==> src/rtl/mcs_pkg.sv <==
package mcs_pkg;
  localparam int NUM_ST  = 11;
  localparam int NUM_REQ = 9;

  typedef enum logic [3:0] {
    ST_RESET = 4'd0, ST_INIT = 4'd1, ST_ZQ = 4'd2, ST_IDLE = 4'd3,
    ST_LEVEL = 4'd4, ST_REFRESH = 4'd5, ST_ACT = 4'd6, ST_OPEN = 4'd7,
    ST_READ = 4'd8, ST_WRITE = 4'd9, ST_PRE = 4'd10
  } st_e;

  typedef enum logic [3:0] {
    CMD_NOP = 4'd0, CMD_ZQL = 4'd1, CMD_ZQS = 4'd2, CMD_REF = 4'd3,
    CMD_MRS = 4'd4, CMD_ACT = 4'd5, CMD_RD = 4'd6, CMD_WR = 4'd7,
    CMD_RDA = 4'd8, CMD_WRA = 4'd9, CMD_PRE = 4'd10
  } cmd_e;

  typedef enum logic [3:0] {
    RQ_PRE = 4'd0, RQ_REF = 4'd1, RQ_ZQS = 4'd2, RQ_LVL = 4'd3, RQ_ACT = 4'd4,
    RQ_RD = 4'd5, RQ_WR = 4'd6, RQ_RDA = 4'd7, RQ_WRA = 4'd8, RQ_NONE = 4'd9
  } rq_e;
endpackage

==> src/rtl/mcs_req_pick.sv <==
module mcs_req_pick
  import mcs_pkg::*;
#(
  parameter int N = NUM_REQ
) (
  input  logic [N-1:0] req,
  output rq_e          pick
);
  // the lowest set request bit wins
  always_comb begin
    pick = RQ_NONE;
    for (int i = N - 1; i >= 0; i--) begin
      if (req[i]) pick = rq_e'(4'(i));
    end
  end
endmodule

==> src/rtl/mcs_wait_timer.sv <==
module mcs_wait_timer #(
  parameter int W = 5
) (
  input  logic         clk,
  input  logic         rst,
  input  logic         load,
  input  logic [W-1:0] val,
  output logic         done
);
  logic [W-1:0] cnt;

  always_ff @(posedge clk) begin
    if (rst)               cnt <= '0;
    else if (load)         cnt <= val;
    else if (cnt != '0)    cnt <= cnt - W'(1);
  end

  assign done = (cnt == '0);

  // an unloaded counter steps down by exactly one per cycle
  a_r5_count_down: assert property (@(posedge clk) disable iff (rst)
    (!load && cnt != '0) |=> (cnt == $past(cnt) - W'(1)));
endmodule

==> src/rtl/mem_cmd_seq.sv <==
module mem_cmd_seq
  import mcs_pkg::*;
#(
  parameter int ZQL_CYC = 16,
  parameter int ZQS_CYC = 4,
  parameter int RFC_CYC = 8,
  parameter int RCD_CYC = 3,
  parameter int RP_CYC  = 3
) (
  input  logic              clk,
  input  logic              rst,
  input  logic [NUM_REQ-1:0] req,
  input  logic              init_done,
  input  logic              lvl_done,
  input  logic              burst_done,
  output logic [NUM_ST-1:0] state_oh,
  output logic [3:0]        cmd,
  output logic              err
);
  localparam int M1 = (ZQL_CYC > ZQS_CYC) ? ZQL_CYC : ZQS_CYC;
  localparam int M2 = (RFC_CYC > RCD_CYC) ? RFC_CYC : RCD_CYC;
  localparam int M3 = (M1 > M2) ? M1 : M2;
  localparam int MAXC = (M3 > RP_CYC) ? M3 : RP_CYC;
  localparam int CW = $clog2(MAXC + 1);

  st_e   st_q, st_d;
  logic  ap_q, ap_d;
  cmd_e  cmd_d, cmd_q;
  logic  acc, tload, tdone, err_q;
  logic [CW-1:0] tval;
  logic [NUM_ST-1:0] oh_q;
  rq_e   pick;

  mcs_req_pick #(.N(NUM_REQ)) u_pick (.req(req), .pick(pick));

  mcs_wait_timer #(.W(CW)) u_timer (
    .clk(clk), .rst(rst), .load(tload), .val(tval), .done(tdone)
  );

  always_comb begin
    st_d  = st_q;
    ap_d  = ap_q;
    cmd_d = CMD_NOP;
    acc   = 1'b0;
    tload = 1'b0;
    tval  = '0;
    unique case (st_q)
      ST_RESET: st_d = ST_INIT;
      ST_INIT: if (init_done) begin
        st_d = ST_ZQ; cmd_d = CMD_ZQL; tload = 1'b1; tval = CW'(ZQL_CYC - 1);
      end
      ST_ZQ, ST_REFRESH, ST_PRE: if (tdone) st_d = ST_IDLE;
      ST_ACT: if (tdone) st_d = ST_OPEN;
      ST_LEVEL: if (lvl_done) begin st_d = ST_IDLE; cmd_d = CMD_MRS; end
      ST_IDLE: begin
        acc = 1'b1;
        case (pick)
          RQ_REF: begin st_d = ST_REFRESH; cmd_d = CMD_REF; tload = 1'b1; tval = CW'(RFC_CYC - 1); end
          RQ_ZQS: begin st_d = ST_ZQ; cmd_d = CMD_ZQS; tload = 1'b1; tval = CW'(ZQS_CYC - 1); end
          RQ_LVL: begin st_d = ST_LEVEL; cmd_d = CMD_MRS; end
          RQ_ACT: begin st_d = ST_ACT; cmd_d = CMD_ACT; tload = 1'b1; tval = CW'(RCD_CYC - 1); end
          default: acc = 1'b0;
        endcase
      end
      ST_OPEN: begin
        acc = 1'b1;
        case (pick)
          RQ_RD:  begin st_d = ST_READ;  cmd_d = CMD_RD; ap_d = 1'b0; end
          RQ_WR:  begin st_d = ST_WRITE; cmd_d = CMD_WR; ap_d = 1'b0; end
          RQ_PRE: begin st_d = ST_PRE; cmd_d = CMD_PRE; tload = 1'b1; tval = CW'(RP_CYC - 1); end
          default: acc = 1'b0;
        endcase
      end
      ST_READ, ST_WRITE: begin
        if (burst_done) begin
          if (ap_q) begin st_d = ST_PRE; tload = 1'b1; tval = CW'(RP_CYC - 1); end
          else st_d = ST_OPEN;
        end else begin
          acc = 1'b1;
          if (pick == RQ_PRE) begin
            st_d = ST_PRE; cmd_d = CMD_PRE; tload = 1'b1; tval = CW'(RP_CYC - 1);
          end else if (st_q == ST_READ && pick == RQ_RD) begin
            cmd_d = CMD_RD; ap_d = 1'b0;
          end else if (st_q == ST_READ && pick == RQ_WRA) begin
            st_d = ST_WRITE; cmd_d = CMD_WRA; ap_d = 1'b1;
          end else if (st_q == ST_WRITE && pick == RQ_WR) begin
            cmd_d = CMD_WR; ap_d = 1'b0;
          end else if (st_q == ST_WRITE && pick == RQ_RDA) begin
            st_d = ST_READ; cmd_d = CMD_RDA; ap_d = 1'b1;
          end else acc = 1'b0;
        end
      end
      default: st_d = ST_RESET;
    endcase
  end

  always_ff @(posedge clk) begin
    if (rst) begin
      st_q  <= ST_RESET;
      ap_q  <= 1'b0;
      cmd_q <= CMD_NOP;
      err_q <= 1'b0;
      oh_q  <= NUM_ST'(1);
    end else begin
      st_q  <= st_d;
      ap_q  <= ap_d;
      cmd_q <= cmd_d;
      err_q <= (|req) & ~acc;
      oh_q  <= NUM_ST'(1) << st_d;
    end
  end

  assign state_oh = oh_q;
  assign cmd      = cmd_q;
  assign err      = err_q;

  // reset forces the RESET state and a quiet output
  a_r1_reset_state: assert property (@(posedge clk)
    rst |=> (state_oh == NUM_ST'(1) && cmd == 4'd0 && !err));
  // exactly one state bit
  a_r1_onehot: assert property (@(posedge clk) disable iff (rst) $onehot(state_oh));
  // RESET always hands over to INIT
  a_r2_reset_to_init: assert property (@(posedge clk) disable iff (rst)
    state_oh[ST_RESET] |=> state_oh[ST_INIT]);
  // the step from INIT into calibration carries the long calibration command
  a_r3_init_zql: assert property (@(posedge clk) disable iff (rst)
    (state_oh[ST_ZQ] && $past(state_oh[ST_INIT])) |-> cmd == CMD_ZQL);
  // calibration entered from IDLE carries the short command
  a_r4_idle_zqs: assert property (@(posedge clk) disable iff (rst)
    (state_oh[ST_ZQ] && $past(state_oh[ST_IDLE])) |-> cmd == CMD_ZQS);
  // commands only on a move or an in-place read/write
  a_r11_cmd_on_move: assert property (@(posedge clk) disable iff (rst)
    (cmd != 4'd0) |-> (state_oh != $past(state_oh) || cmd == CMD_RD || cmd == CMD_WR));
endmodule

==> config.mk <==
export PLATFORM = sky130hd
export DESIGN_NAME = mem_cmd_seq
export DESIGN_NICKNAME = d
export VERILOG_FILES = /design/src/rtl/mcs_pkg.sv /design/src/rtl/mcs_req_pick.sv /design/src/rtl/mcs_wait_timer.sv /design/src/rtl/mem_cmd_seq.sv
export SDC_FILE = /design/constraint.sdc
export NUM_CORES = 1
export LEC_CHECK = 0
export ABC_CLOCK_PERIOD_IN_PS = 2680
export BUFFER_PORTS_ARGS = -buffer_cell sky130_fd_sc_hd__buf_4
export CAP_MARGIN = 10
export CORE_MARGIN = 5
export CORE_UTILIZATION = 50
export CTS_CLUSTER_SIZE = 12
export DETAILED_ROUTE_END_ITERATION = 7
export PLACE_DENSITY = 0.79
export SYNTH_ARGS = -nofsm -noshare
export SYNTH_HDL_FRONTEND = slang
export SYNTH_HIERARCHICAL = 1
export SYNTH_SLANG_ARGS = --single-unit
export TNS_END_PERCENT = 1
==> constraint.sdc <==
create_clock -name clk -period 2.68 [get_ports clk]
set_clock_uncertainty 0.1 [all_clocks]
set_input_delay 0.536 -clock clk [delete_from_list [all_inputs] [get_ports clk]]
set_output_delay 0.536 -clock clk [all_outputs]
set_load 0.005 [all_outputs]
---- Word-level counts from Yosys, hierarchy flattened ----
Index checks and enable logic that the tools add are counted.
W data, S select, Z words.
word-level totals
  word-level logic and storage cells ...... 115
  bits in latches ......................... 0
  register bits ........................... 26
  RAM bits ................................ 0
  bits of input ports ..................... 14
  ROM bits ................................ 0
  memories ................................ 0
  output and inout port bits .............. 16
operators by class
  multiplexer cells ....................... 65
  reduce and logical (&&, ||, !) cells .... 18
  add/sub/neg operators ................... 1
  multipliers ............................. 0
  shifts and indexed selects .............. 1
  bitwise logic cells ..................... 2
  order comparisons ....................... 0
  eq/ne operators ......................... 22
  div/mod/pow operators ................... 0
operator list
  operator                count
  $mux W4                 26
  $eq A4 B3 Y1 const B    8
  $pmux W4 S8             1
  $pmux W4 S3             2
  $mux W1                 22
  $pmux W4 S5             1
  $pmux W5 S4             1
  $eq A4 B2 Y1 const B    4
  $eq A4 B4 Y1 const B    4
  $pmux W4 S4             1
  $mux W5                 3
  $pmux W3 S4             1
  $shl A1 B4 Y11 const A  1
  $pmux W3 S3             1
  $reduce_or A3 Y1        3
  $reduce_or A9 Y1        1
  $eq A4 B1 Y1 const B    2
  $logic_not A4 Y1        2
  $ne A2 B2 Y1 const B    3
  $logic_not A5 Y1        1
  $ne A5 B5 Y1 const B    1
  $reduce_and A5 Y1       1
  $reduce_bool A5 Y1      1
  $sub A5 B1 Y5 const B   1
  other kinds (11)        17

---- Longest topological paths before layout ----
Gate-level depths: netlist of the first run.
  word-level depth ........................ 20
  mapped depth ............................ 11
  gate-level depth less buffers ........... 10

---- Cells and area by module ----
The synthesis of the first run kept the hierarchy.
modules (own cells, without submodules)
  module          times used  cells an instance  sequential area each (um^2)  area each (um^2)
  mem_cmd_seq     1           169                420.4                        1,390.1
  mcs_wait_timer  1           32                 100.1                        287.8
  mcs_req_pick    1           15                 0.0                          85.1

---- Worst setup path after synthesis of the first run ----
OpenSTA, ideal clock, no wires.
  path type ............................... input-to-reg
  start ................................... in req[5]
  end ..................................... reg u_timer.cnt[1]
  stages on the path ...................... 11
  setup time .............................. 0.122 ns
  buffers on the path ..................... 1
  setup slack ............................. -0.123 ns
  data arrival time ....................... 2.581 ns
  required time ........................... 2.458 ns
  path through ............................ nor2_1 -> o21ai_0 -> a21boi_0 -> buf_6 -> mux2_2 -> o22ai_1 -> nand2_1 -> nand2_1 -> inv_1 -> and4_2 -> a311o_1
on the way
  cells in the longest elaborated chain, start to end .. 11
  elaborated cells between the ends (all ways) .. 21
  classes of those cells .................. 3 x eq/ne; 15 x mux; 3 x reduce/logical
RTL lines
  element                                                              line                                  text
  start, declared                                                      mem_cmd_seq.sv:12                     input logic [NUM_REQ-1:0] req,
  $mux W4 (*) (6 in a row)                                             mcs_req_pick.sv:13                    if (req[i]) pick = rq_e'(4'(i));
  named net pick[1]                                                    mem_cmd_seq.sv:32                     rq_e pick;
  $eq A4 B3 Y1 (tied with other cells)                                 mem_cmd_seq.sv:57                     case (pick)
  $reduce_or A3 Y1 (no source line) / $mux W1 (equally long branches)  n/a
  $mux W1, on equally long branches                                    mem_cmd_seq.sv:57, mem_cmd_seq.sv:75
  $pmux W1 S4 (*)                                                      mem_cmd_seq.sv:47                     unique case (st_q)
  named net tload                                                      mem_cmd_seq.sv:29                     logic acc, tload, tdone, err_q;
  $mux W5 / $reduce_bool A2 Y1 (equally long branches)                 n/a
  end signal, assigned                                                 mcs_wait_timer.sv:14                  else if (load) cnt <= val;
  end signal, assigned                                                 mcs_wait_timer.sv:15                  else if (cnt != '0) cnt <= cnt - W'(1);
  end, declared                                                        mcs_wait_timer.sv:10                  logic [W-1:0] cnt;
The timed path passes the listed nets; every way through them passes the cells marked *.
A chain may end at the register's enable or synchronous reset.

---- Worst setup path after layout of the first run ----
  start ................................... in req[5]
  end ..................................... reg oh_q[7], in the netlist state_oh[7]
on the way
  cells in the longest elaborated chain, start to end .. 16
  elaborated cells between the ends (all ways) .. 29
  classes of those cells .................. 8 x eq/ne; 1 x shift; 15 x mux; 5 x reduce/logical
RTL lines
  element                   line                text
  $mux W4 (*) (6 in a row)  mcs_req_pick.sv:13
  named net pick[0]         mem_cmd_seq.sv:32
  $eq A4 B3 Y1              mem_cmd_seq.sv:88   end else if (st_q == ST_WRITE && pick == RQ_RDA) begin
  $logic_and A1 B1 Y1       mem_cmd_seq.sv:88
  $mux W4                   mem_cmd_seq.sv:88
  $mux W4                   mem_cmd_seq.sv:86   end else if (st_q == ST_WRITE && pick == RQ_WR) begin
  $mux W4                   mem_cmd_seq.sv:84   end else if (st_q == ST_READ && pick == RQ_WRA) begin
  $mux W4                   mem_cmd_seq.sv:82   end else if (st_q == ST_READ && pick == RQ_RD) begin
  $mux W4                   mem_cmd_seq.sv:80   if (pick == RQ_PRE) begin
  $mux W4                   mem_cmd_seq.sv:75   if (burst_done) begin
  $pmux W4 S8 (*)           mem_cmd_seq.sv:47
  $shl A1 B4 Y11 (*)        mem_cmd_seq.sv:109  oh_q <= NUM_ST'(1) << st_d;
  end signal, assigned      mem_cmd_seq.sv:109
  end, declared             mem_cmd_seq.sv:31   logic [NUM_ST-1:0] oh_q;
Marked as above.

==> flow_metrics.tcl, run 1 <==
set metrics [dict create \
    grt.overflow.total 0 \
    final-hold-violation-count 0 \
    cts_hold_buf 0 \
    die_h_um 69.38 \
    power.density_nw_per_um2 526.4 \
    max_freq_mhz 397.3 \
    cp.arrival_ns 2.63 \
    ys_async_sr_fraction_pct 0 \
    diodes 0 \
    vias 1804 \
    avgSynthCellArea_um2 8.162 \
    clockBufferDepth 2 \
    crit_path_start_kind "primary input" \
    fin_cells 321 \
    core_area_um2 3363 \
    slew_headroom_pct 64.96 \
    cts_sinks 26 \
    dp_hpwl_um 3590 \
    worst_pin_slew_ns 0.5249 \
    rr_startpoint "st_q[2]" \
    ys_warn_count 6 \
    cts_made_buffers 3 \
    first_iter_violations 64 \
    final_util_pct 69.27 \
    antenna_found_initial 0 \
    drt-total-wl_um 4604 \
    initial_core_util_pct 52.42 \
    maxSlewViolCount 0 \
    cts_max_level 1 \
    min_period_ns 2.517 \
    period_share_pct 93.91 \
    required_ns 2.80 \
    netlist_area_um2 1763 \
    fin_nets 291 \
    drc 0 \
    critPathKind "primary input to flop" \
    die_x_um 69.38 \
    leakagePower_uw 0.0009798 \
    ios 30 \
    ant_nets 0 \
    power_uw 1226 \
    ys.flop_type "dfxtp_1" \
    outcome "complete, no violations" \
    hp-class "primary input to flop" \
    hold_ws_ns 0.4030 \
    area_growth_pct 32.15 \
    numPortBuffers 29 \
    grt_pass1_wl_um 7797 \
    path_clk_slew_ns 0.13 \
    vdd.ir_drop.worst_v 0.0005048 \
    synth.distinct_cells 67 \
    clk_latency_ns 0.33 \
    grt_max_degree 18 \
    crit_start "req[5]" \
    floorplan.rows 21 \
    place_congestion 0.9644 \
    synth_top_area_share_pct 29.52 \
    cts_root_buf "clkbuf_4" \
    synth.area.top_cells "dfxtp_1, a21oi_1, nor2_1" \
    grt_usage_pct 19.43 \
    wl_per_cell_um 14.34 \
    routed_via_density 5.620 \
    postSynthNetCount 231 \
    crit_fanout 9 \
    first_pass_iters 4 \
    multi_input_comb_area_um2 1159 \
    synthCells 216 \
    ys_seq_area_share_pct 29.52 \
    setup-violations-final 0 \
    grt_pass1_vias 1708 \
    ys_ff_latch 26 \
    endpoint_kind "flop" \
    die_area_um2 4814 \
    drive_gt1_share_pct 34.18 \
    placedCellCount 317 \
    synth_top_area_cell "dfxtp_1" \
    worstHoldStart "rst" \
    synth-edff-count 0 \
    cts_tree "built" \
    nFillCells 281 \
    max_cap_viol_count 0 \
    rsz0062_at_grt "false" \
    seqCellArea_um2 520.5 \
    tns_ns 0 \
]
[layout by cell type, fill, tap and decap left out, drive strengths merged, types with 8 or more instances in the layout]
cell	count
nor3	10
buf	67
a21oi	15
nand2b	9
inv	10
nor2b	8
nor2	19
nand2	18
o21ai	10
dfxtp	26
[metal layers]
layer / track usage, % / share of wire, %
met1: 25.86 / 46
met2: 30.51 / 47
met4: 6.725 / 2.1
met5: 0 / 0
met3: 4.783 / 5.6
[state kept, by name, indices dropped and copies added (netlist names)]
register and cells:
cmd 4, u_timer/cnt 5, err 1, st_q 4, ap_q 1, state_oh 11
[layout make-up]
class	instances	share of cell area, %
Timing Repair Buffer	67	21.59
Clock buffer	3	0.9667
Multi-Input combinational cell	168	49.73
Clock inverter	1	1.289
Tap cell	46	2.470
Inverter	10	1.611
Sequential cell	26	22.34
[final timing paths]
path                            cells after the start  slack [ns]        endpoint
worst min-delay path                                2        0.40  u_timer/cnt[3]
worst max register to register                      8        0.20  u_timer/cnt[1]
worst min register to register                      2        0.44            ap_q
worst max-delay path                               10        0.16     state_oh[7]
[cell usage after synthesis (3+ instances only)]
cell and number:
a21o_1 3, dfxtp_1 26, nand2_1 18, o21ai_0 7
nand2b_1 8, inv_1 10, nor3_1 8, buf_2 6
nor2_1 19, a21oi_1 15, a31oi_1 3, nand3_1 3
or3_1 3, o22ai_1 4, nor3b_1 3, buf_1 3
nor2b_1 8, mux2i_1 3, nand3b_1 3, a211oi_1 3
[report_power, final]
| group | total [uW] | switching (uW) | internal [uW] | leakage [uW] |
|---|---|---|---|---|
| Clock | 267 | 115 | 151 | 0.0000279 |
| Sequential | 476 | 47.3 | 428 | 0.000212 |
| Combinational | 484 | 233 | 251 | 0.000740 |
[metrics by stage]
step | instance area (um2) | setup slack [ns]
CTS | 2326 | 0.1670
global route | 2330 | 0.03473
detailed placement | 2273 | -0.1753
finish | 2330 | 0.1632
floorplan | 1773 | 0.001340
global placement | 2273 | -0.1134
[worst max-delay path, stage by stage]
cell,delay (ns)
buf_4,0.13
nor2_1,0.14
a221oi_2,0.08
o31a_1,0.36
or4_4,0.58
o2111ai_2,0.13
nand3b_4,0.11
a211oi_4,0.26
nand3_4,0.15
nor3b_1,0.16
[timing repair]
item                                    CTS  global route
setup buffers                             0             0
endpoints found under the setup margin    0             2
endpoints found under the hold margin     0             0
gates resized for setup                   0             1
[cell families after synthesis]
group           count (synthesis)  share of synthesized area [%]
simple gates                  100                          36.05
compound gates                 59                          23.99
flops                          26                          29.52
buf+inv                        22                          5.536
mux                             5                          2.981
xor+xnor                        2                         0.9938
fa+ha+maj                       1                         0.7096
other cells                     1                         0.2127
No activity file was read; power rests on OpenSTA's default activity.
==> run 2, diff against run 1 <==
- ABC_AREA: default -> 1
- PLACE_DENSITY: 0.79 -> 0.8
==> run 2 against run 1 <==
- design area shrank 12%
- fmax rose by 5.3%
- critical path depth up 4
- sequential cell count unchanged
- synthesized cell count grew 32%
- critical path type unchanged
- wire length shrank 12%
- combinational power rose by 1%
- die area shrank 4.5%
==> flow_metrics.tcl, run 2 <==
set metrics [dict create \
    drive_gt1_share_pct 20.80 \
    ant_nets 0 \
    path_clk_slew_ns 0.13 \
    switchingPower_uw 444.8 \
    synth.distinct_cells 27 \
    grt_usage_pct 18.94 \
    dp_hpwl_um 3381 \
    maxSlewViolCount 0 \
    cts_max_level 1 \
    hp-class "primary input to flop" \
    clk_latency_ns 0.31 \
    diodes 0 \
    routed_via_density 4.877 \
    grt.overflow.total 0 \
    endpoint_kind "flop" \
    cts_root_buf "clkbuf_4" \
    antenna_found_initial 0 \
    synth-edff-count 0 \
    crit_fanout 6 \
    synth_top_area_share_pct 31.16 \
    cts_setup_buffers 0 \
    ys_async_sr_fraction_pct 0 \
    largest_reg_flops 11 \
    core_area_um2 3284 \
    rsz0062_at_grt "false" \
    vdd.ir_drop.worst_v 0.0005154 \
    netlist_area_um2 1670 \
    p_comb_share_pct 42.8 \
    hold_ws_ns 0.3359 \
    max_freq_mhz 418.3 \
    yosysMostFrequentCell "nand2_1" \
    leakagePower_uw 0.001078 \
    initial_core_util_pct 50.86 \
    required_ns 2.84 \
    ys_warn_count 6 \
    max_cap_viol_count 0 \
    clockBufferDepth 2 \
    cts_hold_buf 0 \
    nFillCells 322 \
    outcome "complete, no violations" \
    die_h_um 67.80 \
    crit_path_start_kind "primary input" \
    cts_tree "built" \
    cts_made_buffers 3 \
    ys_ff_latch 26 \
    synth.area.top_cells "dfxtp_1, nand2_1, nor2_1" \
    place_congestion 0.9448 \
    cts_sinks 26 \
    synthTopCellsByCount "nand2_1, nor2_1, inv_1" \
    grt_pass1_vias 1663 \
    drc 0 \
    vias 1819 \
    postSynthNetCount 301 \
    swShare_pct 38.73 \
    area_growth_pct 22.40 \
    power.density_nw_per_um2 561.6 \
    ys_seq_area_share_pct 31.16 \
    grt_pass1_wl_um 6706 \
    layout_common_cells "nand2_1, nor2_1, buf_4" \
    min_period_ns 2.391 \
    synthCells 286 \
    ios 30 \
    grt_max_degree 15 \
    drt-total-wl_um 4049 \
    floorplan.rows 21 \
    internal-power_uw 703.5 \
    first_pass_iters 4 \
    critPathKind "primary input to flop" \
    final_common_cell "nand2_1" \
    cp.arrival_ns 2.55 \
    ys.flop_type "dfxtp_1" \
    avgSynthCellArea_um2 5.840 \
    tns_ns 0 \
    wl_per_cell_um 10.86 \
    fin_nets 343 \
    cts_resized 0 \
    pwr-share-seq_pct 40.8 \
    die_area_um2 4597 \
    period_share_pct 89.20 \
    synth_top_area_cell "dfxtp_1" \
    die_x_um 67.80 \
    setup-violations-final 0 \
    first_iter_violations 102 \
    clkPwrFrac_pct 16.4 \
    final-hold-violation-count 0 \
    numPortBuffers 29 \
]
## run 2: layout make-up
type	instances	area (um2)	share of cell area (%)
Inverter	42	158.9	7.772
Clock buffer	4	36.28	1.775
Tap cell	46	57.56	2.815
Timing Repair Buffer	38	285.3	13.95
Sequential cell	26	520.5	25.46
Multi-Input combinational cell	217	985.9	48.23
## run 2: metal layers
layer | up-vias | wire length (um) | part of all wire, % | track usage [%]
li1 | 983 | - | - | -
met1 | 792 | 1863 | 46 | 24.42
met2 | 42 | 1955 | 48 | 33.05
met3 | 2 | 212 | 5.2 | 3.661
met4 | 0 | 18 | 0.44 | 3.226
met5 | - | 0 | 0 | 0
## run 2: cells by family after synthesis
family,Yosys count,synth area share [%]
flops,26,31.16
simple gates,186,48.02
xor+xnor,1,0.5244
fa+ha+maj,1,0.7489
compound gates,28,9.514
buf+inv,43,9.812
other cells,1,0.2245
## run 2: worst max-delay path, stage by stage
cell and delay [ns]:
buf_4 0.12, nor2_1 0.14, buf_4 0.13, a31oi_1 0.12, nor2_1 0.30, nand2_1 0.18
nand2_1 0.12, inv_1 0.06, o2111ai_1 0.35, buf_4 0.19, nand2_1 0.04, o21ai_0 0.07
nand2_1 0.08, a21oi_2 0.12
## run 2: power by group through the flow
stage	Clock, uW	Combinational (uW)	Sequential, uW
final	188	491	469
after global routing	212	555	476
after CTS	196	492	469
after detailed placement	0	489	478
after global placement	0	481	477
after floorplan	0	367	471
## run 2: per-stage QoR
stage          utilization [%]  area (um2)  setup WS [ns]  power, uW  instances
5_1_grt                  62.25        2044        0.02479       1243        373
6_report                 62.25        2044         0.2893       1148        373
4_1_cts                  62.25        2044         0.3148       1157        373
3_5_place_dp             61.14        2008        0.01216      967.3        369
3_3_place_gp             61.14        2008        0.06530      958.1        369
2_1_floorplan                -        1670         0.1328      838.6        286
## run 2: worst paths after layout
check,slack [ns],to,depth (start not counted),start
min reg2reg,0.38,ap_q,2,ap_q
max reg2reg,0.72,u_timer/cnt[1],9,st_q[3]
min,0.34,u_timer/cnt[1],2,rst
max,0.29,u_timer/cnt[1],14,req[6]
